$ cat src/rtl/evt_pkg.sv
package evt_pkg;
  localparam int VW = 8;
  localparam int CW = 3;

  localparam logic [VW-1:0] V_MCHK = 8'd18;
  localparam logic [VW-1:0] V_TSW  = 8'd1;
  localparam logic [VW-1:0] V_BRK  = 8'd3;
  localparam logic [VW-1:0] V_NMI  = 8'd2;
  localparam logic [VW-1:0] V_DLEN = 8'd13;
  localparam logic [VW-1:0] V_DUD  = 8'd6;

  typedef struct packed {
    logic          hit;
    logic [CW-1:0] cls;
    logic [VW-1:0] vec;
  } pick_t;

  // Fixed processor ordering; the first true test wins.
  function automatic pick_t pick_evt(
    input logic mchk, input logic tsw,
    input logic intv, input logic [VW-1:0] intv_v,
    input logic brk, input logic nmi,
    input logic intr_ok, input logic [VW-1:0] intr_v,
    input logic fetch, input logic [VW-1:0] fetch_v,
    input logic dlen, input logic dud,
    input logic exe, input logic [VW-1:0] exe_v);
    pick_t p;
    p = '0;
    if (mchk)         p = '{1'b1, 3'd0, V_MCHK};
    else if (tsw)     p = '{1'b1, 3'd1, V_TSW};
    else if (intv)    p = '{1'b1, 3'd2, intv_v};
    else if (brk)     p = '{1'b1, 3'd3, V_BRK};
    else if (nmi)     p = '{1'b1, 3'd4, V_NMI};
    else if (intr_ok) p = '{1'b1, 3'd4, intr_v};
    else if (fetch)   p = '{1'b1, 3'd5, fetch_v};
    else if (dlen)    p = '{1'b1, 3'd6, V_DLEN};
    else if (dud)     p = '{1'b1, 3'd6, V_DUD};
    else if (exe)     p = '{1'b1, 3'd7, exe_v};
    return p;
  endfunction
endpackage

$ cat src/rtl/evt_gate.sv
module evt_gate #(
  parameter int VW        = 8,
  parameter int USER_BASE = 32
) (
  input  logic          intr_req,
  input  logic          int_en,
  input  logic [VW-1:0] intr_vec,
  output logic          intr_ok,
  output logic          intr_bad
);
  localparam logic [VW-1:0] BASE = VW'(USER_BASE);

  logic seen;
  logic in_user;

  assign seen     = intr_req && int_en;
  assign in_user  = (intr_vec >= BASE);
  assign intr_ok  = seen && in_user;
  assign intr_bad = seen && !in_user;
endmodule

$ cat src/rtl/evt_select.sv
module evt_select
  import evt_pkg::*;
(
  input  logic          mchk_req,
  input  logic          tsw_req,
  input  logic          intv_req,
  input  logic [VW-1:0] intv_vec,
  input  logic          brk_req,
  input  logic          nmi_req,
  input  logic          intr_ok,
  input  logic [VW-1:0] intr_vec,
  input  logic          fetch_req,
  input  logic [VW-1:0] fetch_vec,
  input  logic          dlen_req,
  input  logic          dud_req,
  input  logic          exe_req,
  input  logic [VW-1:0] exe_vec,
  output pick_t         win
);
  always_comb begin
    win = pick_evt(mchk_req, tsw_req, intv_req, intv_vec, brk_req, nmi_req,
                   intr_ok, intr_vec, fetch_req, fetch_vec, dlen_req,
                   dud_req, exe_req, exe_vec);
  end
endmodule

$ cat src/rtl/evt_hold.sv
module evt_hold
  import evt_pkg::*;
(
  input  logic          clk,
  input  logic          rst_n,
  input  logic          take,
  input  pick_t         nxt,
  input  logic          bad_in,
  output logic          load_en,
  output logic          gnt_valid,
  output logic [CW-1:0] gnt_class,
  output logic [VW-1:0] gnt_vec,
  output logic          intr_err
);
  assign load_en = !gnt_valid || take;

  always_ff @(posedge clk or negedge rst_n) begin
    if (!rst_n) begin
      gnt_valid <= 1'b0;
      gnt_class <= '0;
      gnt_vec   <= '0;
      intr_err  <= 1'b0;
    end else begin
      intr_err <= bad_in;
      if (load_en) begin
        gnt_valid <= nxt.hit;
        if (nxt.hit) begin
          gnt_class <= nxt.cls;
          gnt_vec   <= nxt.vec;
        end
      end
    end
  end

  // an unaccepted grant keeps its content
  p_hold_r6: assert property (@(posedge clk) disable iff (!rst_n)
    gnt_valid && !take |=> gnt_valid && $stable(gnt_class) && $stable(gnt_vec));

  // accept with nothing waiting empties the register
  p_drop_r7: assert property (@(posedge clk) disable iff (!rst_n)
    gnt_valid && take && !nxt.hit |=> !gnt_valid);
endmodule

$ cat src/rtl/evt_arbiter.sv
module evt_arbiter
  import evt_pkg::*;
#(
  parameter int USER_BASE = 32
) (
  input  logic          clk,
  input  logic          rst_n,
  input  logic          mchk_req,
  input  logic          tsw_req,
  input  logic          intv_req,
  input  logic [7:0]    intv_vec,
  input  logic          brk_req,
  input  logic          nmi_req,
  input  logic          intr_req,
  input  logic [7:0]    intr_vec,
  input  logic          int_en,
  input  logic          fetch_req,
  input  logic [7:0]    fetch_vec,
  input  logic          dlen_req,
  input  logic          dud_req,
  input  logic          exe_req,
  input  logic [7:0]    exe_vec,
  input  logic          gnt_take,
  output logic          gnt_valid,
  output logic [2:0]    gnt_class,
  output logic [7:0]    gnt_vec,
  output logic          intr_err
);
  logic  intr_ok;
  logic  intr_bad;
  logic  slot_free;
  pick_t win;

  evt_gate #(.VW(VW), .USER_BASE(USER_BASE)) u_gate (
    .intr_req (intr_req),
    .int_en   (int_en),
    .intr_vec (intr_vec),
    .intr_ok  (intr_ok),
    .intr_bad (intr_bad)
  );

  evt_select u_sel (
    .mchk_req  (mchk_req),
    .tsw_req   (tsw_req),
    .intv_req  (intv_req),
    .intv_vec  (intv_vec),
    .brk_req   (brk_req),
    .nmi_req   (nmi_req),
    .intr_ok   (intr_ok),
    .intr_vec  (intr_vec),
    .fetch_req (fetch_req),
    .fetch_vec (fetch_vec),
    .dlen_req  (dlen_req),
    .dud_req   (dud_req),
    .exe_req   (exe_req),
    .exe_vec   (exe_vec),
    .win       (win)
  );

  evt_hold u_hold (
    .clk       (clk),
    .rst_n     (rst_n),
    .take      (gnt_take),
    .nxt       (win),
    .bad_in    (intr_bad),
    .load_en   (slot_free),
    .gnt_valid (gnt_valid),
    .gnt_class (gnt_class),
    .gnt_vec   (gnt_vec),
    .intr_err  (intr_err)
  );

  // a machine check taken into a free slot always wins
  p_mchk_first_r1: assert property (@(posedge clk) disable iff (!rst_n)
    slot_free && mchk_req |=> gnt_valid && gnt_class == 3'd0 && gnt_vec == 8'd18);

  // NMI beats everything below class 3, independent of the flag
  p_nmi_vec_r3: assert property (@(posedge clk) disable iff (!rst_n)
    slot_free && nmi_req && !mchk_req && !tsw_req && !intv_req && !brk_req
    |=> gnt_valid && gnt_class == 3'd4 && gnt_vec == 8'd2);

  // a masked interrupt never reaches the grant register
  p_masked_r4: assert property (@(posedge clk) disable iff (!rst_n)
    slot_free && !int_en && intr_req && !mchk_req && !tsw_req && !intv_req &&
    !brk_req && !nmi_req && !fetch_req && !dlen_req && !dud_req && !exe_req
    |=> !gnt_valid);

  // the error flag only follows a low vector
  p_err_cause_r5: assert property (@(posedge clk) disable iff (!rst_n)
    intr_err |-> $past(intr_vec) < 8'(USER_BASE) && $past(int_en));
endmodule

$ cat config.mk
export PLATFORM = sky130hd
export DESIGN_NAME = evt_arbiter
export DESIGN_NICKNAME = d
export VERILOG_FILES = /design/src/rtl/evt_pkg.sv /design/src/rtl/evt_gate.sv /design/src/rtl/evt_select.sv /design/src/rtl/evt_hold.sv /design/src/rtl/evt_arbiter.sv
export SDC_FILE = /design/constraint.sdc
export NUM_CORES = 1
export LEC_CHECK = 0
export BUFFER_PORTS_ARGS = -buffer_cell sky130_fd_sc_hd__buf_2
export CORE_MARGIN = 5
export CORE_UTILIZATION = 40
export CTS_BUF_LIST = sky130_fd_sc_hd__clkbuf_8
export CTS_CLUSTER_SIZE = 20
export DETAILED_ROUTE_END_ITERATION = 8
export PLACE_DENSITY = 0.76
export SYNTH_ARGS = -nofsm -noshare
export SYNTH_HDL_FRONTEND = slang
export SYNTH_SLANG_ARGS = --single-unit
$ cat constraint.sdc
create_clock -name clk -period 3.4 [get_ports clk]
set_clock_uncertainty 0.15 [all_clocks]
set_input_delay 0.68 -clock clk [delete_from_list [all_inputs] [get_ports clk]]
set_output_delay 0.68 -clock clk [all_outputs]
set_load 0.02 [all_outputs]
After elaboration in Yosys (flattened, before gate mapping):

Cells that the tools add are included.

* flip-flop bits (word level): 13
* latch bits: 0
* bits in writable memories: 0
* memory bits (read-only): 0
* input bits: 46
* output and inout port bits: 13
* word-level logic and storage cells: 22
* memories: 0

* add/subtract/negate cells: 0
* multipliers: 0
* div/mod/pow operators: 0
* order comparisons: 1
* eq/ne operators: 0
* shift operators: 0
* muxes and demuxes: 10
* bitwise operators: 0
* reductions and logical operators: 7

Operator list (number)
* two-way mux 12 bit: 10
* greater-or-equal comparator 8 x 6 -> 1 bit, second input constant: 1
* logical AND 1 bit: 3
* zero test 1 bit: 2
* AND reduction 2 bit: 1
* logical OR 1 bit: 1

Logic depth before layout (Yosys ltp):

Gate-level depths: netlist of the first run.

* depth in word-level cells: 11
* depth in mapped cells: 6
* mapped depth without buffers: 5

Hierarchy:

Synthesis of the first run repeated with hierarchy kept, for this count alone.

* cell total of the unflattened synthesis: 96
* area, all modules: 1043.5 um2

By module, submodules not included
* evt_hold: instances 1, cells an instance 28, area an instance 539.3 um2, seq. area each 325.3 um2
* evt_select: instances 1, cells an instance 64, area an instance 480.5 um2, seq. area each 0.0 um2
* evt_gate: instances 1, cells an instance 4, area an instance 23.8 um2, seq. area each 0.0 um2

Least setup slack after synthesis of the first run:

No wires, ideal clock.

* path kind: input-to-reg
* from: input port intr_vec[6]
* to: register u_hold.gnt_vec[1]
* setup time: 0.131 ns
* data arrival time: 1.775 ns
* required time: 3.119 ns
* path slack: 1.345 ns
* stages: 6
* buffers on the path: 1
* cell sequence: o311a_4 -> nor4_4 -> a21o_4 -> buf_6 -> and2b_1 -> a21oi_1

* cells in the longest elaborated chain, start to end: 9

Ends and longest elaborated chain
* from (decl): RTL line evt_arbiter.sv:15 `input logic [7:0] intr_vec,`
* greater-or-equal comparator 8 x 6 -> 1 bit (*): RTL line evt_gate.sv:17 `assign in_user = (intr_vec >= BASE);`
* logical AND 1 bit (*): RTL line evt_gate.sv:18 `assign intr_ok = seen && in_user;`
* two-way mux 12 bit (*): RTL line evt_pkg.sv:34 `else if (intr_ok) p = '{1'b1, 3'd4, intr_v};`
* two-way mux 12 bit (*): RTL line evt_pkg.sv:33 `else if (nmi) p = '{1'b1, 3'd4, V_NMI};`
* two-way mux 12 bit (*): RTL line evt_pkg.sv:32 `else if (brk) p = '{1'b1, 3'd3, V_BRK};`
* two-way mux 12 bit (*): RTL line evt_pkg.sv:31 `else if (intv) p = '{1'b1, 3'd2, intv_v};`
* two-way mux 12 bit (*): RTL line evt_pkg.sv:30 `else if (tsw) p = '{1'b1, 3'd1, V_TSW};`
* two-way mux 12 bit (*): RTL line evt_pkg.sv:29 `if (mchk) p = '{1'b1, 3'd0, V_MCHK};`
* AND reduction 2 bit (no source line)
* to (signal assigned): RTL line evt_hold.sv:29 `gnt_vec <= nxt.vec;`
* to (decl): RTL line evt_hold.sv:12 `output logic [VW-1:0] gnt_vec,`

Mark *: on every way between the ends. The rest lies on a longest branch, timed or not.
A chain may end at the register's enable or synchronous reset.

Worst setup path in the final report of the first run:

* from: input port intr_vec[6]
* to: register u_hold.gnt_vec[2]

Same word-level chain as after synthesis.

==> results of run 1 <==
[kinds of logic (layout without fill, tap and decap cells)]
family	after synthesis	count (layout)	share of synthesized area (%)
AND/OR/NAND/NOR	33	33	22.22
buffers and inverters	7	66	4.115
AO/OA/AOI/OAI	41	41	36.90
flip-flops	13	13	35.67
multiplexers	1	1	1.097
[sequential cells by signal (all words and copies together) (netlist names)]
register          count
u_hold.intr_err       1
u_hold.gnt_class      3
u_hold.gnt_vec        8
u_hold.gnt_valid      1
[final timing paths]
kind	from	endpoint	slack, ns
min	rst_n	u_hold.gnt_vec[1]	0.16
min in group clk	u_hold.gnt_vec[5]	u_hold.gnt_vec[5]	0.35
max in group asynchronous	rst_n	u_hold.gnt_vec[5]	2.73
max reg2reg	u_hold.gnt_valid	u_hold.gnt_vec[2]	1.95
min reg2reg	u_hold.gnt_vec[5]	u_hold.gnt_vec[5]	0.35
max	intr_vec[6]	u_hold.gnt_vec[2]	1.36
[synth_stat cells, types with 3 or more instances]
cell type   n
dfrtp_1    13
a22o_1      8
a21oi_1     7
nand2_1     7
o21ai_0     5
nand3b_1    4
nor2_1      4
nor2b_1     4
a22oi_1     3
[worst max-delay path: cells and delay by family]
kind	cells	cell delay, ns
buf+inv	1	0.13
compound gates	3	0.84
simple gates	2	0.37
[report_power, final]
| group | switching (mW) | internal [mW] |
|---|---|---|
| combinational | 0.0629 | 0.0503 |
| sequential | 0.00504 | 0.164 |
| clock | 0.0474 | 0.0791 |
| total | 0.115 | 0.294 |
[stage by stage]
stage / setup slack [ns] / util [%] / total power [mW]
after floorplan: 1.345 / - / 0.2300
after global placement: 1.136 / 55.45 / 0.2830
after detailed placement: 1.099 / 55.45 / 0.2858
after CTS: 1.357 / 57.51 / 0.4125
after global routing: 1.264 / 57.51 / 0.4318
final: 1.356 / 57.51 / 0.4093
[routing by layer]
layer | track usage (%) | share of wire [%]
met1 | 20.36 | 43
met2 | 25.97 | 47
met3 | 2.004 | 8.7
met4 | 4.967 | 1.1
met5 | 0 | 0
[cell type report]
cell class | instances | share of cell area [%]
flip-flops and latches | 13 | 25.82
multi-input cells | 75 | 43.59
repair buffers | 58 | 23.04
well taps | 28 | 2.781
inverters | 4 | 1.192
clock inverters | 1 | 0.2979
clock buffers | 3 | 3.277
==> flow_summary.json, run 1 <==
{
  "nNetsFinal": 201,
  "synth_enable_flop_cells": 0,
  "synthTopCellsByArea": "dfrtp_1 (36%), a22o_1 (7.7%), a21oi_1 (3.8%)",
  "ios": 59,
  "dieHeight_um": 57.75,
  "drive_gt1_share_pct": 43.51,
  "yosys_warnings": 0,
  "leakagePower_nw": 0.6052,
  "fmax_ghz": 0.4891,
  "num_rows": 17,
  "cts_buffers": 3,
  "yosysSeqAreaShare_pct": 35.67,
  "cts_setup_buffers": 0,
  "irDropWorstVdd_v": 0.0001991,
  "holdWs_ns": 0.1578,
  "rsz0062_at_grt": "false",
  "syn-num-nets": 141,
  "start_util_pct": 41.63,
  "power.density_nw_per_um2": 324.9,
  "antenna_found_initial": 0,
  "yosys.cell_types.count": 38,
  "cp_slowest_stage_delay_ns": 0.43,
  "wirelength_mm": 2.550,
  "period_share_pct": 60.13,
  "htreeDepth": 1,
  "wl_per_cell_um": 14.01,
  "status": "finished clean",
  "dr.pass1.iters": 4,
  "cp_cell_sequence": "buf_2 > o311a_4 > nor4_4 > a21o_4 > nor3_2 > a22o_1",
  "io_buffers": 58,
  "drc": 0,
  "r2r_cells": 4,
  "multi_input_area_um2": 549.3,
  "period_needed_ns": 2.044,
  "clk_latency_ns": 0.24,
  "fin_cells": 182,
  "min_path_type": "in2async",
  "core-area_um2": 2191,
  "hold_viol_final": 0,
  "ant_nets": 0,
  "num_antenna_cells": 0,
  "place_congestion": 0.8057,
  "root_buffer": "clkbuf_8",
  "synth_top_cell_by_area": "dfrtp_1",
  "cts_hold_buffers": 0,
  "tns_ns": 0,
  "relSlewSlack_pct": 63.81,
  "hpwl_mm": 2.234,
  "fill_cells": 205,
  "final_area_um2": 1260,
  "final_cell_mix": "buf_2 (58), dfrtp_1 (13), a22o_1 (8)",
  "path_max_fanout": 12,
  "grt_pass1_wl_mm": 4.167,
  "dpl.cell_count": 178,
  "slowest_stage": "o311a_4",
  "drv_cap": 0,
  "drt_iter0_markers": 15,
  "viasPerCell": 5.456,
  "path_class": "in2reg",
  "grt_pass1_vias": 961,
  "yosysTopAreaCellShare_pct": 35.67,
  "die_x_um": 57.75,
  "cts_resized": 0,
  "avgSynthCellArea_um2": 9.601,
  "floorplan.die_area_um2": 3335,
  "grt.total_usage_pct": 15.42,
  "grt-ovfl-total": 0,
  "syn_to_final_growth_pct": 38.13,
  "num_vias": 993,
  "end_kind": "flop",
  "syn_area_um2": 912.1,
  "seq_area_um2": 325.3,
  "cts_tree": "built",
  "finalSetupViolCount": 0,
  "clock_sinks": 13,
  "slew_viol_final": 0,
  "postSynthCellCount": 95,
  "cts.path.max_buffers": 2,
  "placed_area_um2": 1215,
  "ys_ff_latch": 13,
  "synthArstFlopShare_pct": 100.0,
  "tightestPinTransition_ns": 0.5380,
  "crit_required_ns": 3.37,
  "ys.flop_type": "dfrtp_1",
  "cp-start-kind": "input port",
  "final_common_cell": "buf_2",
  "worstPathArrival_ns": 2.01,
  "grt_max_degree": 18,
  "path_clk_slew_ns": 0.05
}
Power figures use the tool's default switching activity.
==> inputs of run 2 (changes only) <==
==> constraint.sdc (replaced) <==
create_clock -name clk -period 2 [get_ports clk]
set_clock_uncertainty 0.15 [all_clocks]
set_input_delay 0.4 -clock clk [delete_from_list [all_inputs] [get_ports clk]]
set_output_delay 0.4 -clock clk [all_outputs]
set_load 0.02 [all_outputs]
==> run 2 against run 1 <==
  * Die area is the same
  * Clock power grew 72%
  * Critical endpoint is now u_hold.gnt_class[0]
  * Non-clock buffer count grew 8
  * Global-route usage grew 2.5 points
==> flow_summary.json, run 2 (same netlist as run 1, synthesis figures left out) <==
{
  "final_common_cell": "buf_2",
  "cts_resized": 0,
  "power.internal_mw": 0.5079,
  "slew_viol_final": 0,
  "finalSetupViolCount": 0,
  "grt_pass1_vias": 1057,
  "place_congestion": 0.8708,
  "ant_nets": 0,
  "drive_gt1_share_pct": 45.68,
  "leakagePower_nw": 0.6452,
  "hold_viol_final": 0,
  "r2r-end": "u_hold.gnt_vec[6]",
  "relSlewSlack_pct": 76.55,
  "grt.total_usage_pct": 17.89,
  "path_clk_slew_ns": 0.05,
  "top_register": "u_hold.gnt_vec",
  "viasPerCell": 5.537,
  "hold_end": "u_hold.intr_err",
  "largestRegisters": "u_hold.gnt_vec: 8 flops, u_hold.gnt_class: 3 flops",
  "wl_per_cell_um": 14.64,
  "min_path_type": "in2reg",
  "path_class": "in2reg",
  "cts_tree": "built",
  "net-switching-power_mw": 0.2029,
  "timing.rr.start": "u_hold.gnt_valid",
  "drc": 0,
  "fmax_ghz": 0.5819,
  "whs_path_depth": 2,
  "end_kind": "flop",
  "cts_buffers": 3,
  "wirelength_mm": 2.782,
  "rsz0062_at_grt": "false",
  "clk_latency_ns": 0.24,
  "floorplan.die_area_um2": 3335,
  "power.density_nw_per_um2": 537.5,
  "use_met3_pct": 2.450,
  "start_util_pct": 41.63,
  "root_buffer": "clkbuf_8",
  "period_needed_ns": 1.719,
  "tns_ns": 0,
  "cts.path.max_buffers": 2,
  "pwr-share-seq_pct": 40.6,
  "crit_required_ns": 1.98,
  "grt_pass1_wl_mm": 4.560,
  "dr.pass1.iters": 4,
  "grt-ovfl-total": 0,
  "min_from": "intr_vec[6]",
  "period_share_pct": 85.93,
  "dieHeight_um": 57.75,
  "num_antenna_cells": 0,
  "globalRouteMet1Util_pct": 20.71,
  "drt_iter0_markers": 24,
  "io_buffers": 58,
  "ff2ff_setup_slack_ns": 0.51,
  "final_cell_mix": "buf_2 (58), dfrtp_1 (13), a22o_1 (8)",
  "swShare_pct": 28.55,
  "ios": 59,
  "syn_to_final_growth_pct": 44.99,
  "irDropWorstVdd_v": 0.0002809,
  "post-route-util_pct": 60.37,
  "num_vias": 1052,
  "path_max_fanout": 12,
  "core-area_um2": 2191,
  "clock_sinks": 13,
  "htreeDepth": 1,
  "cp-start-kind": "input port",
  "worstPathArrival_ns": 1.70,
  "antenna_found_initial": 0,
  "die_x_um": 57.75,
  "comb_power_share_pct": 28.7,
  "met2_usage_pct": 29.52,
  "drv_cap": 0,
  "grt_max_degree": 18,
  "num_rows": 17,
  "nNetsFinal": 209,
  "largest_reg_flops": 8,
  "status": "finished clean",
  "tightestPinTransition_ns": 0.3499,
  "hpwl_mm": 2.403,
  "r2r_cells": 4,
  "top_usage_layer": "met2",
  "p_clk_share_pct": 30.7
}
==> run 2: layer usage <==
metal / up-vias / part of all wire, %
met5: - / 0
met4: 0 / 3.3
met3: 9 / 8.3
met2: 49 / 49
met1: 480 / 39
li1: 514 / -
==> run 2: repair_timing <==
action	CTS	global route
endpoints found under the hold margin	13	0
setup buffers	0	0
hold buffers	1	0
==> run 2: worst max path at each step <==
| stage | depth (start not counted) | endpoint | slack, ns | start |
|---|---|---|---|---|
| after global placement | 7 | u_hold.gnt_vec[3] | 0.06 | intr_vec[6] |
| final | 6 | u_hold.gnt_class[0] | 0.28 | intr_vec[6] |
| after floorplan | 6 | u_hold.gnt_vec[1] | 0.22 | intr_vec[6] |
| after CTS | 6 | u_hold.gnt_vec[6] | 0.29 | intr_vec[6] |
| after detailed placement | 6 | u_hold.gnt_class[0] | 0.03 | intr_vec[6] |
| after global routing | 7 | u_hold.gnt_vec[3] | 0.17 | intr_vec[6] |
==> run 2: through the flow <==
step / instance area (µm²) / instances / setup slack, ns / total power, mW / hold WS, ns
CTS: 1323 / 190 / 0.2886 / 0.7205 / 0.2250
floorplan: 912.1 / 95 / 0.2246 / 0.3909 / -0.04559
detailed placement: 1267 / 185 / 0.03496 / 0.4953 / 0.1389
global placement: 1267 / 185 / 0.06339 / 0.4890 / 0.1363
global route: 1323 / 190 / 0.1718 / 0.7541 / 0.2507
finish: 1323 / 190 / 0.2815 / 0.7109 / 0.2341
==> run 2: layout make-up <==
| cell class | instances | area [µm²] |
|---|---|---|
| clock buffers | 3 | 41.29 |
| clock inverters | 1 | 3.754 |
| fillers | 210 | 868.3 |
| inverters | 4 | 15.01 |
| multi-input cells | 75 | 549.3 |
| flip-flops and latches | 13 | 325.3 |
| well taps | 28 | 35.03 |
| repair buffers | 66 | 352.8 |
==> run 2: power by group through the flow <==
stage / logic [mW] / registers, mW / clock network, mW
after floorplan: 0.0793 / 0.312 / 0
after global placement: 0.197 / 0.292 / 0
after detailed placement: 0.202 / 0.293 / 0
after CTS: 0.204 / 0.289 / 0.227
after global routing: 0.224 / 0.291 / 0.240
final: 0.204 / 0.289 / 0.219
==> run 2: critical path: stages <==
cell	delay (ns)
buf_2	0.13
o311a_4	0.39
nor4_4	0.27
a21o_4	0.24
nor2_1	0.09
a22o_1	0.18
